**src/rtl/nz_quad_tree.sv**
```systemverilog
module nz_quad_tree #(
  parameter int VAL_W  = 16,
  parameter int N_LEAF = 16,
  parameter int N_PE   = 8,
  localparam int N_ACT = N_LEAF * 4,
  localparam int N_MID = N_LEAF / 4,
  localparam int RS_W  = (N_MID > 1) ? $clog2(N_MID) : 1,
  localparam int IDX_W = RS_W + 4
) (
  input  logic                   clk,
  input  logic                   rst_n,
  input  logic                   start,
  input  logic [N_ACT*VAL_W-1:0] act_vec,
  input  logic [IDX_W:0]         scan_len,
  input  logic [N_PE-1:0]        q_full,
  output logic                   bc_valid,
  output logic [VAL_W-1:0]       bc_val,
  output logic [IDX_W-1:0]       bc_idx,
  output logic                   done,
  output logic                   busy
);

  function automatic logic [1:0] first4(input logic [3:0] v);
    if (v[0])      return 2'd0;
    else if (v[1]) return 2'd1;
    else if (v[2]) return 2'd2;
    else           return 2'd3;
  endfunction

  logic [N_ACT-1:0][VAL_W-1:0] vals;
  logic [N_ACT-1:0]            pend;
  logic [IDX_W:0]              len_r;

  logic [N_LEAF-1:0] leaf_v;
  logic [1:0]        leaf_off [N_LEAF];
  logic [N_MID-1:0]  mid_v;
  logic [1:0]        mid_sel  [N_MID];
  logic [RS_W-1:0]   root_sel;
  logic              root_v;
  logic [RS_W+1:0]   grp;
  logic [IDX_W-1:0]  sel_idx;
  logic              take;

  for (genvar g = 0; g < N_LEAF; g++) begin : g_leaf
    assign leaf_v[g]   = |pend[g*4 +: 4];
    assign leaf_off[g] = first4(pend[g*4 +: 4]);
  end

  for (genvar m = 0; m < N_MID; m++) begin : g_mid
    assign mid_v[m]   = |leaf_v[m*4 +: 4];
    assign mid_sel[m] = first4(leaf_v[m*4 +: 4]);
  end

  always_comb begin
    root_sel = '0;
    for (int i = N_MID - 1; i >= 0; i--)
      if (mid_v[i]) root_sel = RS_W'(i);
  end

  assign root_v  = |mid_v;
  assign grp     = {root_sel, mid_sel[root_sel]};
  assign sel_idx = {grp, leaf_off[grp]};
  assign take    = busy && root_v && !(|q_full);

  always_ff @(posedge clk) begin
    if (!rst_n) begin
      vals     <= '0;
      pend     <= '0;
      len_r    <= '0;
      busy     <= 1'b0;
      done     <= 1'b0;
      bc_valid <= 1'b0;
      bc_val   <= '0;
      bc_idx   <= '0;
    end else begin
      bc_valid <= 1'b0;
      done     <= 1'b0;
      if (start) begin
        vals  <= act_vec;
        len_r <= scan_len;
        busy  <= 1'b1;
        for (int i = 0; i < N_ACT; i++)
          pend[i] <= (act_vec[i*VAL_W +: VAL_W] != '0) && ((IDX_W+1)'(i) < scan_len);
      end else if (take) begin
        bc_valid      <= 1'b1;
        bc_val        <= vals[sel_idx];
        bc_idx        <= sel_idx;
        pend[sel_idx] <= 1'b0;
      end else if (busy && !root_v) begin
        busy <= 1'b0;
        done <= 1'b1;
      end
    end
  end

  logic [IDX_W-1:0] last_idx;
  logic             seen;
  always_ff @(posedge clk) begin
    if (!rst_n || start) begin
      seen     <= 1'b0;
      last_idx <= '0;
    end else if (bc_valid) begin
      seen     <= 1'b1;
      last_idx <= bc_idx;
    end
  end

  p_order_r2: assert property (@(posedge clk) disable iff (!rst_n)
    (bc_valid && seen) |-> (bc_idx > last_idx));
  p_nonzero_r3: assert property (@(posedge clk) disable iff (!rst_n)
    bc_valid |-> (bc_val != '0));
  p_stall_r4: assert property (@(posedge clk) disable iff (!rst_n)
    (|q_full) |=> !bc_valid);
  p_in_len_r5: assert property (@(posedge clk) disable iff (!rst_n)
    bc_valid |-> ({1'b0, bc_idx} < len_r));
  p_done_pulse_r6: assert property (@(posedge clk) disable iff (!rst_n)
    done |=> !done);
  p_done_idle_r6: assert property (@(posedge clk) disable iff (!rst_n)
    done |-> (!busy && !bc_valid));
  p_quiet_r7: assert property (@(posedge clk) disable iff (!rst_n)
    !busy |-> !bc_valid);

endmodule

```
**config.mk**
```make
export PLATFORM = sky130hd
export DESIGN_NAME = nz_quad_tree
export DESIGN_NICKNAME = d
export VERILOG_FILES = /design/src/rtl/nz_quad_tree.sv
export SDC_FILE = /design/constraint.sdc
export NUM_CORES = 2
export LEC_CHECK = 0
export ABC_AREA = 1
export BUFFER_PORTS_ARGS = -buffer_cell sky130_fd_sc_hd__buf_2
export CORE_AREA = 2 2 416 418
export DETAILED_ROUTE_END_ITERATION = 10
export DIE_AREA = 0 0 418 420
export GPL_TIMING_DRIVEN = 1
export PLACE_DENSITY = 0.6
export SLEW_MARGIN = 20
export SYNTH_ARGS = -nofsm -noshare
export SYNTH_HDL_FRONTEND = slang
export SYNTH_SLANG_ARGS = --single-unit
```
**constraint.sdc**
```tcl
create_clock -name clk -period 3.4 [get_ports clk]
set_input_delay 0.51 -clock clk [delete_from_list [all_inputs] [get_ports clk]]
set_output_delay 0.51 -clock clk [all_outputs]
set_load 0.03 [all_outputs]
```
### Word-level counts from Yosys, hierarchy flattened

Index checks and enable logic that the tools add are counted.

| storage, ports and cells | value |
|---|---|
| flip-flop bits (word level) | 1113 |
| latch bits | 0 |
| RAM bits | 0 |
| ROM bits | 0 |
| input bits | 1042 |
| output and inout bits | 25 |
| logic and storage cells | 384 |
| memories | 0 |

| cells by class | value |
|---|---|
| add/subtract/negate cells | 0 |
| $mul | 0 |
| div/mod/pow operators | 0 |
| $lt $le $gt $ge | 68 |
| eq/ne operators | 1 |
| shifts and indexed selects | 0 |
| muxes and demuxes | 81 |
| bitwise operators | 6 |
| reductions and logical operators | 158 |

Operators by type and width:

| kind | count |
|---|---|
| $reduce_bool A16 Y1 | 64 |
| $lt A6 B7 Y1 const A | 32 |
| $mux W64 | 2 |
| $lt A5 B7 Y1 const A | 16 |
| $bmux W16 S6 | 1 |
| $mux W2 | 48 |
| $logic_and A1 B1 Y1 | 68 |
| $and A64 B64 Y64 | 1 |
| $not A64 Y64 | 1 |
| $reduce_or A16 Y1 | 4 |
| $reduce_or A64 Y1 | 1 |
| $lt A4 B7 Y1 const A | 8 |
| $reduce_or A4 Y1 | 12 |
| $lt A3 B7 Y1 const A | 4 |
| $mux W1 | 26 |
| $mux W16 | 1 |
| $lt A1 B7 Y1 const A | 2 |
| $lt A2 B7 Y1 const A | 2 |
| $bmux W2 S4 | 1 |
| $reduce_or A8 Y1 | 1 |
| $lt A6 B7 Y1 const B | 1 |
| $demux W1 S6 | 1 |
| $ge A6 B1 Y1 const B | 1 |
| $ge A5 B5 Y1 const B | 1 |
| other kinds (11) | 15 |

### Longest topological paths before layout

| logic depth | value |
|---|---|
| word-level depth | 21 |
| mapped depth | 26 |
| gate-level depth less buffers | 24 |

### Least setup slack after synthesis

Ideal clock, no wire load.

| path | value |
|---|---|
| kind | register to register |
| start point | register pend[0] |
| end point | register bc_val[10] |
| setup time | 0.109 ns |
| arrival | 2.761 ns |
| data required time | 3.291 ns |
| setup slack | 0.531 ns |
| stages on the path, launching flop included | 24 |
| path buffers | 3 |
| period minus slack after synthesis | 2.869 ns |
| cells stage by stage | dfxtp_1 nor2_1 nand2_1 nor2_4 nand2_4 a21oi_4 nand2_1 nand4_2 nand2_1 nand3_1 nand2_1 nor2_4 nand2_2 buf_6 clkbuf_2 buf_2 o211ai_1 nand2_1 nor2_1 nand2_1 nand3_1 nand3_1 nand2_1 inv_1 |

| on the way | value |
|---|---|
| word-level cells in the longest chain between the ends | 12 |
| elaborated cells between the ends (all ways) | 19 |
| those cells by class | 11 x mux; 2 x bitwise; 6 x reduce/logical |

RTL lines:

| element | RTL line | RTL |
|---|---|---|
| start, declared | 31 | `logic [N_ACT-1:0] pend;` |
| start signal, assigned by index | 83 | `pend[i] <= (act_vec[i*VAL_W +: VAL_W] != '0) && ((IDX_W+1)'(i) < scan_len);` |
| $reduce_or A16 Y1 | 50 | `assign mid_v[m] = \|leaf_v[m*4 +: 4];` |
| $mux W2 | 57 | `if (mid_v[i]) root_sel = RS_W'(i);` |
| $not A2 Y3 (not written as such) | 61 | `assign grp = {root_sel, mid_sel[root_sel]};` |
| $bmux W2 S2 | 61 |  |
| $mux W2 (not written as such) (2 in a row) | 61 |  |
| $not A4 Y5 (not written as such) | 62 | `assign sel_idx = {grp, leaf_off[grp]};` |
| $bmux W2 S4 | 62 |  |
| $mux W2 (not written as such) (2 in a row) | 62 |  |
| $bmux W16 S6 | 86 | `bc_val <= vals[sel_idx];` |
| $mux W16 (not written as such) | 86 |  |
| end signal, assigned | 86 |  |
| end, declared | 17 | `output logic [VAL_W-1:0] bc_val,` |

Parallel ways exist; a longest one is shown, timed or not. The select of a mux whose other input is x is not followed.
A chain may end at the register's enable or synchronous reset.

### Worst setup path after layout

| path | value |
|---|---|
| start point | register pend[17] |
| end point | register bc_val[4] |

| on the way | value |
|---|---|
| word-level cells in the longest chain between the ends | 13 |
| elaborated cells between the ends (all ways) | 21 |
| those cells by class | 13 x mux; 2 x bitwise; 6 x reduce/logical |

RTL lines:

| element | RTL line |
|---|---|
| $reduce_or A16 Y1 | 50 |
| $mux W2 (2 in a row) | 57 |
| $not A2 Y3 (not written as such) | 61 |
| $bmux W2 S2 | 61 |
| $mux W2 (not written as such) (2 in a row) | 61 |
| $not A4 Y5 (not written as such) | 62 |
| $bmux W2 S4 | 62 |
| $mux W2 (not written as such) (2 in a row) | 62 |
| $bmux W16 S6 | 86 |
| $mux W16 (not written as such) | 86 |

Parallel ways exist; a longest one is shown, timed or not. The select of a mux whose other input is x is not followed.

==> results.md <==
- Logic pwr share: 26.2%
- WS Path Type: reg2reg
- Total CTS buffers: 133
- Max FO, Critical Path: 8
- Fmax: 272 MHz
- Commonest cells after routing, fill and taps aside: o21ai_0, dfxtp_1, nor2_1
- Final Hold Viols: 0
- PD cells: roughly 510 nW/um^2
- DRT iter0 DRCs: around 7100
- Clock skew: between 0.02 and 0.03 ns
- Clock-pin slew on the worst setup and hold paths: around 0.060 ns
- Max Cap Violations: 0
- Die area: around 180000 sq um
- Worst-Skew Late Latency: about 0.82 ns
- IO buf count: roughly 1100
- GRT Util Overall: 30.5%
- Vias/cell: around 5.4
- Bufs on Longest Clock Path: 3
- Final std cells w/o fill: between 10000 and 15000
- Initial antenna violation count: 28
- Reg2reg start: pend[17]
- Data required, critical path: 4.12 ns
- Most common cell after layout, fill and taps aside: o21ai_0
- Reg2reg setup slack: -0.28 ns
- CTS tree: built
- DRC Markers: 0
- Synth Instances: about 7600
- Max IR drop VDD: 467 uV
- Post-layout util: approximately 45%
- Root Buffer Master: clkbuf_16
- Fin. max-slew vios: 0
- Switching Power: approximately 13 mW
- Relative slew margins: 28.6%
- Netlist cell types: 38
- Crit path DAT: approximately 4.4 ns
- #FFs+latches synth: ~1100
- Net count after synthesis: 8671
- Starting Density: between 30% and 40%
- First-pass DRT Iterations: 9
- Clock sinks: 1113
- Reg2Reg Depth: 28
- Cell total after placement: ~11000
- Mapped cell area: between 50000 and 60000 sq um
- Internal Power: ~27 mW
- Worst setup margin: -0.281 ns
- Clock power frac: a little under two fifths
- Startpoint types: register
- Total core area: roughly 170000 sq um
- Sequential power share: 36.1%
- First-pass GRT wire length: ~400000 um
- Worst hold path class: in2reg
- Worst-Margin Slew: about 1.1 ns
- Drt total wl: 285000 um
- Wire length per cell: between 20 and 25 um
- Worst setup EP type: register
- Chip height: 420 um
- Routed via count: between 60000 and 70000
- Largest net degree at the start of global routing: around 210
- Share of post-route cells with drive strength above 1: a little over a fifth
- Overflow after GRT: 0
- CP max stage cell: dfxtp_2
- Final ANT Viol Nets: 0
- Period utilization: 108%
- Final GP Congestion: between 1 and 1.5
- Final Setup Violations: 22
- Pleak: 34.2 nW
- P&R area growth vs syn: 46.7%
- Syn_area_per_cell: between 6 and 7 sq um
- Worst r2r dst: bc_val[4]
- Worst setup endpoint: bc_val[4]
- Fin crit period: 3.68 ns
- Unrepaired setup endpoints after global routing: true
- Pre-CTS setup slack: -0.849 ns
- Die X: about 420 um
- Detailed Place HPWL: a little over 200000 um
- Final net count: 10500
- IO Pins: 1067
- Status: finished with violations
- Most common cell on crit path: nor2_4
- Yosys warnings: 0
- Max incr delay on CP: roughly 0.34 ns
- Post-synthesis sequential area ratio: a little over two fifths
- Sw Ratio: approximately a third
- H-tree depth: 4
- # fillers: around 17000
- Origin of the worst setup path: pend[17]
- Overall power: approximately 40 mW
- Failing checks: negative setup slack
- Hold WS: about 0.035 ns
- Row Count: 152
- Vias in the first global route: between 60000 and 70000
[worst min-delay path by stage]
stage,from,cells after the start,end,slack (ns)
after CTS,act_vec[1018],3,vals[1018],0.0004
after floorplan,vals[0],2,vals[0],0.43
final,act_vec[995],3,vals[995],0.04
after detailed placement,vals[872],2,vals[872],0.45
after global routing,act_vec[1018],3,vals[1018],0.03
after global placement,vals[422],2,vals[422],0.44
[what timing repair did]
action / in CTS / in global routing
resized for setup: 282 / 132
setup endpoints to repair: 60 / 79
cloned: 13 / 11
pin swaps: 91 / 74
endpoints found under the hold margin: 731 / 0
setup buffers: 39 / 30
hold buffers: 731 / 0
[kinds of logic (layout without fill, tap and decap cells)]
logic type	count (synthesis)	in the layout	share of synthesized area [%]
simple gates	2953	2953	24.7
compound gates	2290	2290	23.4
buf+inv	1273	3253	9.64
flops	1113	1113	42.2
other cells	0	20	0
[worst max-delay path, delay by kind of cell, from the launching register on]
family | cells | cell delay [ns]
compound gates | 2 | 0.21
buf+inv | 9 | 1.13
flops | 1 | 0.34
simple gates | 17 | 1.84
[state kept, by name, summed over array words and instances, names as in the netlist]
signal	cells
bc_val	16
bc_valid	1
pend	64
vals	1024
done	1
bc_idx	6
busy	1
[final cells by class]
cell class	count	area (sq um)	area share [%]
Antenna cell	20	50.0	0.0647
Multi-Input combinational cell	5243	26600	34.4
Sequential cell	1113	22300	28.8
Tap cell	2233	2790	3.61
Clock inverter	48	747	0.965
Timing Repair Buffer	2321	18500	23.9
Inverter	695	2630	3.39
Clock buffer	189	3780	4.88
[power groups by stage]
stage / combinational, mW / sequential [mW] / clock (mW)
floorplan: 4.25 / 14.5 / 0
global placement: 8.40 / 14.5 / 0
detailed placement: 8.42 / 14.6 / 0
CTS: 9.78 / 14.3 / 15.1
global route: 11.1 / 14.4 / 15.7
finish: 10.4 / 14.3 / 14.9
[stage by stage]
| stage | cell area (sq um) | TNS [ns] |
|---|---|---|
| 2_1_floorplan | 52800 | 0 |
| 3_3_place_gp | 62700 | -12.76 |
| 3_5_place_dp | 62700 | -14.00 |
| 4_1_cts | 76400 | -3.29 |
| 5_1_grt | 77400 | -9.87 |
| 6_report | 77400 | -4.14 |
[cells in the mapped netlist]
library cell,number,area (sq um)
nor2_4,8,90.1
nor3_1,5,25.0
a32oi_1,29,254
buf_2,114,571
nor2_1,1127,4230
nand3_2,2,20.0
buf_4,29,218
buf_1,14,52.6
nand2_2,2,12.5
nor2_2,21,131
or2_1,43,269
nor4_1,238,1490
nand3_4,1,17.5
a41oi_1,19,166
nor2_8,1,20.0
a22oi_1,4,30.0
or2_0,4,25.0
o21ai_1,134,671
o21ai_0,1132,5670
nand3_1,325,1630
a31oi_1,41,257
o221ai_1,1,8.76
inv_1,687,2580
a21oi_1,671,3360
inv_2,8,30.0
a311oi_1,2,17.5
o211ai_1,240,1800
dfxtp_1,1113,22300
o21a_1,16,120
clkbuf_2,2,10.0
nand4_1,51,319
nand3b_1,138,1040
clkbuf_1,412,1550
a21oi_4,1,16.3
nand2_1,984,3690
nand4_2,1,12.5
buf_6,7,78.8
nand2_4,2,22.5
[routing by layer]
layer / vias to the layer above / share of wire, % / global-route usage (%)
met1: 30000 / 39 / 36.5
met4: 16 / 8.5 / 23.0
met5: - / 0.035 / 0
met2: 3644 / 45 / 48.4
met3: 1005 / 8.0 / 6.09
li1: 29500 / - / -
Power figures use the tool's default switching activity.
